==> config.mk <==
export PLATFORM = sky130hd
export DESIGN_NAME = dma_chan_cfg
export DESIGN_NICKNAME = d
export VERILOG_FILES = /design/src/rtl/dma_cfg_pkg.sv /design/src/rtl/dma_cfg_legal.sv /design/src/rtl/dma_cfg_regs.sv /design/src/rtl/dma_cfg_enctl.sv /design/src/rtl/dma_chan_cfg.sv
export SDC_FILE = /design/constraint.sdc
export NUM_CORES = 1
export LEC_CHECK = 0
export ABC_AREA = 0
export BUFFER_PORTS_ARGS = -buffer_cell sky130_fd_sc_hd__buf_2
export CORE_UTILIZATION = 30
export DETAILED_ROUTE_END_ITERATION = 12
export GPL_ROUTABILITY_DRIVEN = 0
export PLACE_DENSITY = 0.51
export SLEW_MARGIN = 5
export SYNTH_ARGS = -nofsm -noshare
export SYNTH_HDL_FRONTEND = slang
export SYNTH_SLANG_ARGS = --single-unit
export TNS_END_PERCENT = 5
==> constraint.sdc <==
create_clock -name clk -period 2.8 [get_ports clk]
set_clock_uncertainty 0.05 [all_clocks]
set_input_delay 0.14 -clock clk [delete_from_list [all_inputs] [get_ports clk]]
set_output_delay 0.14 -clock clk [all_outputs]
set_load 0.005 [all_outputs]
==> src/rtl/dma_cfg_pkg.sv <==
package dma_cfg_pkg;

   localparam int IX_W = 3;

   typedef enum logic [IX_W-1:0] {
      IX_MODE = 3'd0,
      IX_CTRL = 3'd1,
      IX_CSRC = 3'd2,
      IX_RSRC = 3'd3,
      IX_CDST = 3'd4,
      IX_RDST = 3'd5,
      IX_CCNT = 3'd6,
      IX_RCNT = 3'd7
   } reg_ix_e;

   typedef enum logic [1:0] {
      XC_UNIT    = 2'b00,
      XC_SEQ     = 2'b01,
      XC_RSV     = 2'b10,
      XC_NONSTOP = 2'b11
   } xcond_e;

   typedef enum logic [1:0] {
      XM_CSTEAL = 2'b00,
      XM_PIPE   = 2'b01,
      XM_RSV2   = 2'b10,
      XM_RSV3   = 2'b11
   } xmode_e;

   localparam int CTRL_EN_BIT  = 0;
   localparam int CTRL_ERR_BIT = 1;
   localparam int COND_LSB     = 0;
   localparam int XMODE_LSB    = 2;
   localparam int UNIT_LSB     = 4;

endpackage

==> src/rtl/dma_cfg_legal.sv <==
module dma_cfg_legal
   import dma_cfg_pkg::*;
#(
   parameter int UNIT_W   = 2,
   parameter int EXT_UNIT = 3
)(
   input  logic [1:0]        xcond_i,
   input  logic [1:0]        xmode_i,
   input  logic [UNIT_W-1:0] src_unit_i,
   input  logic [UNIT_W-1:0] dst_unit_i,
   output logic              legal_o
);

   localparam logic [UNIT_W-1:0] EXT_C = UNIT_W'(EXT_UNIT);

   xcond_e cond;
   xmode_e mode;
   logic   same_unit;
   logic   to_ext;

   assign cond      = xcond_e'(xcond_i);
   assign mode      = xmode_e'(xmode_i);
   assign same_unit = (src_unit_i == dst_unit_i);
   assign to_ext    = (dst_unit_i == EXT_C);

   always_comb begin
      legal_o = 1'b1;
      if (cond == XC_RSV) legal_o = 1'b0;
      case (mode)
         XM_CSTEAL: ;
         XM_PIPE: begin
            if (same_unit) legal_o = 1'b0;
            if ((cond == XC_NONSTOP) && to_ext) legal_o = 1'b0;
         end
         default: legal_o = 1'b0;
      endcase
   end

endmodule

==> src/rtl/dma_cfg_regs.sv <==
module dma_cfg_regs
   import dma_cfg_pkg::*;
#(
   parameter int DATA_W     = 32,
   parameter int ADDR_W     = 32,
   parameter int CNT_W      = 24,
   parameter int UNIT_W     = 2,
   parameter int BEAT_BYTES = 4,
   parameter bit RELOAD_EN  = 1'b1,
   parameter int MODE_W     = 5 + 2*UNIT_W
)(
   input  logic              clk,
   input  logic              rst_n,
   input  logic              wr_en_i,
   input  logic [IX_W-1:0]   wr_ix_i,
   input  logic [DATA_W-1:0] wr_data_i,
   input  logic [IX_W-1:0]   rd_ix_i,
   input  logic              lock_i,
   input  logic              beat_i,
   output logic [DATA_W-1:0] rd_data_o,
   output logic [MODE_W-1:0] mode_o,
   output logic [1:0]        xcond_o,
   output logic [1:0]        xmode_o,
   output logic [UNIT_W-1:0] src_unit_o,
   output logic [UNIT_W-1:0] dst_unit_o,
   output logic              reload_sel_o,
   output logic              cnt_last_o
);

   localparam int DST_LSB = UNIT_LSB + UNIT_W;
   localparam int RLD_BIT = UNIT_LSB + 2*UNIT_W;
   localparam logic [CNT_W-1:0] BEAT_C = CNT_W'(BEAT_BYTES);

   logic [MODE_W-1:0] mode_q;
   logic [ADDR_W-1:0] cur_src_q, cur_dst_q;
   logic [CNT_W-1:0]  cur_cnt_q;
   logic [ADDR_W-1:0] rld_src, rld_dst;
   logic [CNT_W-1:0]  rld_cnt;
   logic              cfg_wr;
   reg_ix_e           wix, rix;

   assign wix    = reg_ix_e'(wr_ix_i);
   assign rix    = reg_ix_e'(rd_ix_i);
   assign cfg_wr = wr_en_i && !lock_i;

   assign mode_o     = mode_q;
   assign xcond_o    = mode_q[COND_LSB +: 2];
   assign xmode_o    = mode_q[XMODE_LSB +: 2];
   assign src_unit_o = mode_q[UNIT_LSB +: UNIT_W];
   assign dst_unit_o = mode_q[DST_LSB +: UNIT_W];
   assign cnt_last_o = (cur_cnt_q <= BEAT_C);

   // Mode word and current registers: software writes while unlocked,
   // countdown and reload while the channel runs.
   always_ff @(posedge clk) begin
      if (!rst_n) begin
         mode_q    <= '0;
         cur_src_q <= '0;
         cur_dst_q <= '0;
         cur_cnt_q <= '0;
      end else if (cfg_wr) begin
         case (wix)
            IX_MODE: mode_q    <= wr_data_i[MODE_W-1:0];
            IX_CSRC: cur_src_q <= wr_data_i[ADDR_W-1:0];
            IX_CDST: cur_dst_q <= wr_data_i[ADDR_W-1:0];
            IX_CCNT: cur_cnt_q <= wr_data_i[CNT_W-1:0];
            default: ;
         endcase
      end else if (beat_i) begin
         if (!cnt_last_o) begin
            cur_cnt_q <= cur_cnt_q - BEAT_C;
         end else if (reload_sel_o) begin
            cur_src_q <= rld_src;
            cur_dst_q <= rld_dst;
            cur_cnt_q <= rld_cnt;
         end else begin
            cur_cnt_q <= '0;
         end
      end
   end

   generate
      if (RELOAD_EN) begin : g_reload
         logic [ADDR_W-1:0] rsrc_q, rdst_q;
         logic [CNT_W-1:0]  rcnt_q;
         always_ff @(posedge clk) begin
            if (!rst_n) begin
               rsrc_q <= '0;
               rdst_q <= '0;
               rcnt_q <= '0;
            end else if (cfg_wr) begin
               case (wix)
                  IX_RSRC: rsrc_q <= wr_data_i[ADDR_W-1:0];
                  IX_RDST: rdst_q <= wr_data_i[ADDR_W-1:0];
                  IX_RCNT: rcnt_q <= wr_data_i[CNT_W-1:0];
                  default: ;
               endcase
            end
         end
         assign rld_src      = rsrc_q;
         assign rld_dst      = rdst_q;
         assign rld_cnt      = rcnt_q;
         assign reload_sel_o = mode_q[RLD_BIT];
      end else begin : g_noreload
         assign rld_src      = '0;
         assign rld_dst      = '0;
         assign rld_cnt      = '0;
         assign reload_sel_o = 1'b0;
      end
   endgenerate

   always_comb begin
      rd_data_o = '0;
      case (rix)
         IX_MODE: rd_data_o = DATA_W'(mode_q);
         IX_CSRC: rd_data_o = DATA_W'(cur_src_q);
         IX_RSRC: rd_data_o = DATA_W'(rld_src);
         IX_CDST: rd_data_o = DATA_W'(cur_dst_q);
         IX_RDST: rd_data_o = DATA_W'(rld_dst);
         IX_CCNT: rd_data_o = DATA_W'(cur_cnt_q);
         IX_RCNT: rd_data_o = DATA_W'(rld_cnt);
         default: rd_data_o = '0;
      endcase
   end

endmodule

==> src/rtl/dma_cfg_enctl.sv <==
module dma_cfg_enctl (
   input  logic clk,
   input  logic rst_n,
   input  logic set_req_i,
   input  logic off_req_i,
   input  logic err_clr_i,
   input  logic legal_i,
   input  logic done_stop_i,
   output logic en_o,
   output logic err_o
);

   logic en_q, err_q;
   logic try_start;

   assign try_start = set_req_i && !off_req_i && !en_q;

   always_ff @(posedge clk) begin
      if (!rst_n) begin
         en_q  <= 1'b0;
         err_q <= 1'b0;
      end else begin
         if (off_req_i || done_stop_i)  en_q <= 1'b0;
         else if (try_start && legal_i) en_q <= 1'b1;

         if (try_start && !legal_i) err_q <= 1'b1;
         else if (err_clr_i)        err_q <= 1'b0;
      end
   end

   assign en_o  = en_q;
   assign err_o = err_q;

endmodule

==> src/rtl/dma_chan_cfg.sv <==
module dma_chan_cfg
   import dma_cfg_pkg::*;
#(
   parameter int DATA_W     = 32,
   parameter int ADDR_W     = 32,
   parameter int CNT_W      = 24,
   parameter int UNIT_W     = 2,
   parameter int EXT_UNIT   = 3,
   parameter int BEAT_BYTES = 4,
   parameter bit RELOAD_EN  = 1'b1
)(
   input  logic              clk,
   input  logic              rst_n,
   input  logic              wr_en,
   input  logic [2:0]        wr_ix,
   input  logic [DATA_W-1:0] wr_data,
   input  logic [2:0]        rd_ix,
   output logic [DATA_W-1:0] rd_data,
   input  logic              start_req,
   input  logic              beat_done,
   output logic              chan_en,
   output logic              cfg_err
);

   localparam int MODE_W = 5 + 2*UNIT_W;

   generate
      if (DATA_W < ADDR_W || DATA_W < CNT_W || DATA_W < MODE_W) begin : g_bad_data_w
         $error("DATA_W too narrow for the setup registers");
      end
      if (EXT_UNIT < 0 || EXT_UNIT >= (1 << UNIT_W)) begin : g_bad_ext
         $error("EXT_UNIT outside the bus-unit code range");
      end
      if (BEAT_BYTES < 1 || BEAT_BYTES >= (1 << CNT_W)) begin : g_bad_beat
         $error("BEAT_BYTES must fit the byte counter");
      end
   endgenerate

   logic [DATA_W-1:0] cfg_rd;
   logic [MODE_W-1:0] mode_raw;
   logic [1:0]        xcond, xmode;
   logic [UNIT_W-1:0] src_unit, dst_unit;
   logic              reload_sel, cnt_last, legal;
   logic              ctrl_wr, set_req, off_req, err_clr, beat, done_stop;

   assign ctrl_wr   = wr_en && (wr_ix == IX_CTRL);
   assign set_req   = start_req || (ctrl_wr && wr_data[CTRL_EN_BIT]);
   assign off_req   = ctrl_wr && !wr_data[CTRL_EN_BIT];
   assign err_clr   = ctrl_wr && wr_data[CTRL_ERR_BIT];
   assign beat      = beat_done && chan_en;
   assign done_stop = beat && cnt_last && !reload_sel;

   dma_cfg_regs #(
      .DATA_W(DATA_W), .ADDR_W(ADDR_W), .CNT_W(CNT_W), .UNIT_W(UNIT_W),
      .BEAT_BYTES(BEAT_BYTES), .RELOAD_EN(RELOAD_EN), .MODE_W(MODE_W)
   ) u_regs (
      .clk(clk), .rst_n(rst_n),
      .wr_en_i(wr_en), .wr_ix_i(wr_ix), .wr_data_i(wr_data),
      .rd_ix_i(rd_ix), .lock_i(chan_en), .beat_i(beat),
      .rd_data_o(cfg_rd), .mode_o(mode_raw),
      .xcond_o(xcond), .xmode_o(xmode),
      .src_unit_o(src_unit), .dst_unit_o(dst_unit),
      .reload_sel_o(reload_sel), .cnt_last_o(cnt_last)
   );

   dma_cfg_legal #(.UNIT_W(UNIT_W), .EXT_UNIT(EXT_UNIT)) u_legal (
      .xcond_i(xcond), .xmode_i(xmode),
      .src_unit_i(src_unit), .dst_unit_i(dst_unit),
      .legal_o(legal)
   );

   dma_cfg_enctl u_enctl (
      .clk(clk), .rst_n(rst_n),
      .set_req_i(set_req), .off_req_i(off_req), .err_clr_i(err_clr),
      .legal_i(legal), .done_stop_i(done_stop),
      .en_o(chan_en), .err_o(cfg_err)
   );

   always_comb begin
      if (rd_ix == IX_CTRL) begin
         rd_data = '0;
         rd_data[CTRL_EN_BIT]  = chan_en;
         rd_data[CTRL_ERR_BIT] = cfg_err;
      end else begin
         rd_data = cfg_rd;
      end
   end

endmodule

==> results of run 1 <==
[layer usage]
layer	wire length, microns	up-vias	track usage
li1	-	4598	-
met3	1920	30	0.0388
met2	16500	278	0.359
met4	405	0	0.0523
met1	17100	4781	0.320
met5	0	-	0
[cell type report]
| class | count | area (sq um) |
|---|---|---|
| sequential | 187 | 3740 |
| clock inverter | 15 | 203 |
| clock buffer | 17 | 425 |
| inverter | 12 | 47.5 |
| tap | 396 | 495 |
| fill | 3233 | 19400 |
| multi-input combinational | 916 | 5210 |
| timing repair buffer | 159 | 1180 |
[report_power, final]
part / switching [W] / leakage, nW / internal [W]
combinational: 0.000825 / 2.07 / 0.000466
sequential: 0.000121 / 1.51 / 0.00275
clock: 0.00124 / 0.303 / 0.00145
total: 0.00218 / 3.89 / 0.00467
[layout by cell type, fill, tap and decap left out, types with 3 or more instances in the layout]
cell / n
nand2b_1: 4
nor4_4: 4
buf_4: 43
buf_2: 76
a221o_1: 4
nor3_2: 3
nand2_1: 231
mux2i_1: 15
o211ai_1: 5
buf_12: 8
a211oi_1: 73
a22oi_1: 64
a21oi_1: 188
or2_2: 3
a311oi_1: 6
o21ai_0: 17
bufinv_16: 3
o32ai_1: 4
a221oi_1: 7
nand4_1: 6
or2_1: 3
nor2_1: 37
inv_8: 4
clkbuf_16: 17
dlygate4sd3_1: 32
o21ai_1: 4
nand3_1: 46
nor3_1: 77
a31oi_1: 11
and2_1: 35
nor4_1: 4
nor3_4: 3
and3_1: 3
inv_1: 11
dfxtp_1: 187
or3_1: 7
inv_6: 4
[metrics by stage]
step                hold WS [ps]  power [W]
floorplan                    226    0.00371
detailed placement           361    0.00417
finish                       118    0.00685
global route                97.2    0.00711
global placement             356    0.00416
CTS                         74.6    0.00687
[worst max-delay path by stage]
stage	cells past startpoint	slack [ps]	startpoint	endpoint
detailed placement	6	150	u_regs.cur_cnt_q[10]	u_regs.cur_cnt_q[0]
floorplan	9	690	u_regs.cur_cnt_q[3]	u_regs.cur_src_q[10]
CTS	8	130	u_regs.cur_cnt_q[3]	u_regs.cur_cnt_q[0]
finish	8	170	u_regs.cur_cnt_q[3]	u_regs.cur_dst_q[21]
global placement	6	240	u_regs.cur_cnt_q[10]	u_regs.cur_cnt_q[3]
global route	8	-20	u_regs.cur_cnt_q[3]	u_regs.cur_src_q[8]
[sequential cells by signal (all words and copies together), names as in the netlist]
| signal | count |
|---|---|
| u_regs.cur_dst_q | 32 |
| u_regs.cur_src_q | 32 |
| u_regs.g_reload.rdst_q | 32 |
| u_regs.g_reload.rsrc_q | 32 |
| u_regs.cur_cnt_q | 24 |
| u_regs.g_reload.rcnt_q | 24 |
| u_regs.mode_o | 9 |
| u_enctl.en_o | 1 |
| u_enctl.err_o | 1 |
[kinds of logic after synthesis]
family | count (synthesis) | share of synthesized area
AO/OA/AOI/OAI | 411 | 0.280
XOR/XNOR | 4 | 0.00373
adder cells (fa/ha/maj) | 2 | 0.00267
buffers and inverters | 123 | 0.0540
flip-flops | 187 | 0.399
multiplexers | 17 | 0.0184
AND/OR/NAND/NOR | 482 | 0.243
[worst register-to-register path: cells and delay by family, from the launching register on]
kind	cells	cell delay [ps]
simple gates	3	920
compound gates	2	550
buf+inv	2	540
flops	1	330
fa+ha+maj	1	140
[timing repair]
item | CTS | global route
resized for setup | 0 | 1
buffers inserted | 0 | 0
hold buffers | 32 | 0
hold endpoints to repair | 100 | 0
endpoints found under the setup margin | 0 | 3
==> impl_metrics.yaml, run 1 <==
outcome:
  outcome: "completed"
die:
  ioPinCount: 77
  die_w_microns: 179
  row_count: 64
  die_h_microns: 179
  start_util: 0.306
  core_area_sq_mm: 0.0307
  die_area_sq_mm: 0.0320
final_layout:
  drive_above_1_share: 0.142
  instances_no_fill: 1702
  fin_util: 0.369
  finalInstanceArea_sq_mm: 0.0113
  num-nets-final: 1338
  n_antenna_cell: 0
  synthToLayoutAreaGrowth_pct: 20.5
cts:
  cts_buffer_depth: 2
  clk_transition_reported_paths_ps: 80
  clock_latency_ps: 440
  clock_sinks: 187
  root_buffer: "clkbuf_16"
  h-tree-depth: 4
  cts_tree: "yes"
  cts_inserted_buffers: 17
logic_synthesis:
  synthFlopType: "dfxtp_1"
  synth.net_count: 1271
  synth_edf_count: 0
  yosys-top-cells-count: "231 x nand2_1, 188 x a21oi_1, 187 x dfxtp_1"
  synth_top_cell_by_area: "dfxtp_1"
  ys_seq_elements: 187
  synth_top_area_share: 0.399
  netlist_area_sq_mm: 0.00939
  yosysMostFrequentCell: "nand2_1"
  syn_avg_cell_area_sq_um: 7.66
  synth_cell_types: 68
  synthCells: 1226
  yosysWarnings: 0
  yosysSeqAreaShare: 0.399
  synthTopCellsByArea: "dfxtp_1 40%, a21oi_1 10%, nand2_1 9.2%"
  synthArstFlopShare: 0
route:
  drtIter0Drc: 845
  wl_per_cell_microns: 21.1
  drt-total-wl_mm: 35.9
  drt_pass1_iterations: 5
  vias: 9687
  viasPerCell: 5.69
  drc_errors: 0
  antenna_left: 0
place:
  pre_cts_slack_ps: 154
  dpl_cell_area_sq_mm: 0.0104
  dp_hpwl_mm: 23.7
  portBuffers: 76
  dp.cells: 1638
sta:
  tightest_slew_ps: 1050
  finalCritPeriodShare: 0.940
  fmax_mhz: 380
  fin_ws_ps: 168
  rsz0062_at_grt: "true"
  fin_crit_ps: 2630
  tns_ps: 0
  hold_viol: 0
  drv_slew: 0
  slew_headroom: 0.302
  finalSetupViolCount: 0
worst_hold_path:
  min_path_cells: 3
  whs_endpoint: "u_enctl.en_o"
  min_path_type: "in2reg"
  hp-start: "start_req"
critical_path:
  start_kind: "flip-flop"
  end_kind: "flip-flop"
  r2r_cells: 8
  crit_type: "reg2reg"
  cpPeakStageDelay_ps: 460
  cp_max_fo: 33
  path_cells: "inv_1 -> ha_1 -> nor3b_1 -> o2111ai_4 -> nor4_4 -> buf_4 -> nor3_1 -> a211oi_1"
  r2r-start: "u_regs.cur_cnt_q[3]"
  cp.arrival_ps: 2920
  required_ps: 3090
  rrSetupSlack_ps: 170
  crit_slowest_cell: "nor3b_1"
  cp_top_family: "simple AND/OR/NAND/NOR gates"
  worst-path-buf-inv: 2
  r2r_end: "u_regs.cur_dst_q[21]"
global_route:
  grt_pass1_vias: 9269
  grt_use_total: 0.227
  antenna_found_initial: 0
  grt_max_degree: 60
  grt_overflow: 0
  grt_pass1_wl_mm: 55.3
pwr:
  leakagePower_nw: 3.89
  pwr_density_cell_mw_per_mm2: 606
  vdd_drop_max_mv: 0.375
job:
  cap_violations: 0
Power figures use the tool's default switching activity.
==> inputs of run 2 (changes only) <==
--- a/config.mk
+++ b/config.mk
@@ -6,11 +6,11 @@
 export NUM_CORES = 1
 export LEC_CHECK = 0
 export ABC_AREA = 0
-export BUFFER_PORTS_ARGS = -buffer_cell sky130_fd_sc_hd__buf_2
-export CORE_UTILIZATION = 30
+export BUFFER_PORTS_ARGS = -buffer_cell sky130_fd_sc_hd__buf_4
+export CORE_UTILIZATION = 55
 export DETAILED_ROUTE_END_ITERATION = 12
 export GPL_ROUTABILITY_DRIVEN = 0
-export PLACE_DENSITY = 0.51
+export PLACE_DENSITY = 0.79
 export SLEW_MARGIN = 5
 export SYNTH_ARGS = -nofsm -noshare
 export SYNTH_HDL_FRONTEND = slang
==> run 2 against run 1 <==
- cell count shrank 11%
- non-clock buffer count shrank 9
- clock power shrank 5%
- die area shrank 45%
- sequential share of layout area grew 0.48 points
- first-iteration DRC count grew 47%
==> impl_metrics.yaml, run 2 (synthesis gave the netlist of run 1 again) <==
outcome:
  outcome: "completed"
critical_path:
  cp.arrival_ps: 2820
  cpPeakStageDelay_ps: 460
  r2r_cells: 8
  start_kind: "flip-flop"
  required_ps: 3050
  crit_slowest_cell: "nor4_4"
  cp_max_fo: 19
  r2r_end: "u_regs.cur_src_q[24]"
  r2r-start: "u_regs.cur_cnt_q[3]"
  setup.worst_path.end: "u_regs.cur_src_q[24]"
  path_cells: "inv_1 -> ha_1 -> nor3b_1 -> o2111ai_4 -> nor4_4 -> or2_1 -> buf_4 -> a211oi_1"
  crit_type: "reg2reg"
  cp-startpoint: "u_regs.cur_cnt_q[3]"
  end_kind: "flip-flop"
  rrSetupSlack_ps: 230
global_route:
  met3_usage: 0.0866
  grt_pass1_vias: 9461
  grt_max_degree: 64
  grt_use_total: 0.361
  met1_usage: 0.478
  antenna_found_initial: 0
  busiest_layer: "met2"
  use_met2: 0.562
  grt_overflow: 0
  grt_pass1_wl_mm: 50.3
pwr:
  vdd_drop_max_mv: 0.487
  pwr_density_cell_mw_per_mm2: 601
  leakagePower_nw: 3.87
route:
  vias: 10014
  drc_errors: 0
  drt-total-wl_mm: 31.4
  wl_per_cell_microns: 20.7
  drtIter0Drc: 1242
  drt_pass1_iterations: 6
  antenna_left: 0
  viasPerCell: 6.60
die:
  start_util: 0.564
  die_area_sq_mm: 0.0176
  row_count: 47
  core_area_sq_mm: 0.0166
  die_h_microns: 133
  die_w_microns: 133
  ioPinCount: 77
final_layout:
  fillers: 1400
  n_antenna_cell: 0
  regArea_sq_mm: 0.00374
  multi_input_area_sq_mm: 0.00520
  mostFrequentLayoutCell: "nand2_1"
  layout_common_cells: "231 x nand2_1, 187 x a21oi_1, 187 x dfxtp_1, 112 x buf_4, 77 x nor3_1"
  fin_util: 0.670
  num-nets-final: 1329
  synthToLayoutAreaGrowth_pct: 18.8
  drive_above_1_share: 0.136
cts:
  root_buffer: "clkbuf_16"
  cts_tree: "yes"
  clock_sinks: 187
  clock_latency_ps: 450
  h-tree-depth: 4
  clk_transition_reported_paths_ps: 70
  cts_buffer_depth: 2
  cts_inserted_buffers: 17
  post_cts.repair.setup_buffers: 0
worst_hold_path:
  min_path_type: "in2reg"
sta:
  hold_viol: 0
  fmax_mhz: 389
  finalCritPeriodShare: 0.918
  fin_crit_ps: 2570
  holdWs_ps: 99.2
  drv_slew: 0
  finalSetupViolCount: 0
  tns_ps: 0
  tightest_slew_ps: 1110
  slew_headroom: 0.259
  rsz0062_at_grt: "false"
job:
  cap_violations: 0
place:
  dp_hpwl_mm: 19.5
  portBuffers: 76
## run 2: timing repair
action / in CTS / in global routing
hold buffers: 33 / 0
hold endpoints to repair: 103 / 0
endpoints found under the setup margin: 0 / 4
resized for setup: 0 / 1
## run 2: worst min-delay path by stage
stage / startpoint / end / depth (start not counted)
after floorplan: wr_data[0] / u_regs.g_reload.rcnt_q[0] / 2
after global placement: wr_data[27] / u_regs.g_reload.rsrc_q[27] / 3
after detailed placement: wr_data[26] / u_regs.g_reload.rdst_q[26] / 3
after CTS: rst_n / u_regs.cur_cnt_q[21] / 3
after global routing: rst_n / u_enctl.en_o / 3
final: rst_n / u_regs.cur_cnt_q[21] / 3
## run 2: per-layer routing
metal  vias up  routed length [microns]
met4         0                      937
met5         -                        0
met1      4742                    12900
met2       620                    14400
met3        83                     3170
li1       4569                        -
## run 2: per-stage QoR
stage	setup WS, ps	std cells	power [W]	instance area (sq um)
final	228	1517	0.00670	11100
after CTS	71.5	1517	0.00666	11100
after detailed placement	114	1452	0.00412	10200
after global placement	194	1452	0.00409	10200
after floorplan	685	1226	0.00371	9390
after global routing	65.5	1517	0.00693	11100
## run 2: worst max-delay path, delay by kind of cell, from the launching register on
family,cells,cell delay [ps]
AND/OR/NAND/NOR,3,1060
AO/OA/AOI/OAI,2,430
buffers and inverters,2,400
adder cells (fa/ha/maj),1,150
flip-flops,1,340
## run 2: area by class of cell
| cell class | instances | area share |
|---|---|---|
| clock inverter | 13 | 0.0146 |
| clock buffer | 19 | 0.0406 |
| sequential | 187 | 0.336 |
| inverter | 12 | 0.00426 |
| timing repair buffer | 150 | 0.114 |
| multi-input combinational | 916 | 0.466 |
| tap | 220 | 0.0247 |
## run 2: where the power goes
part / internal [W] / switching [W]
combinational: 0.000475 / 0.000802
sequential: 0.00275 / 0.000120
clock: 0.00146 / 0.00109
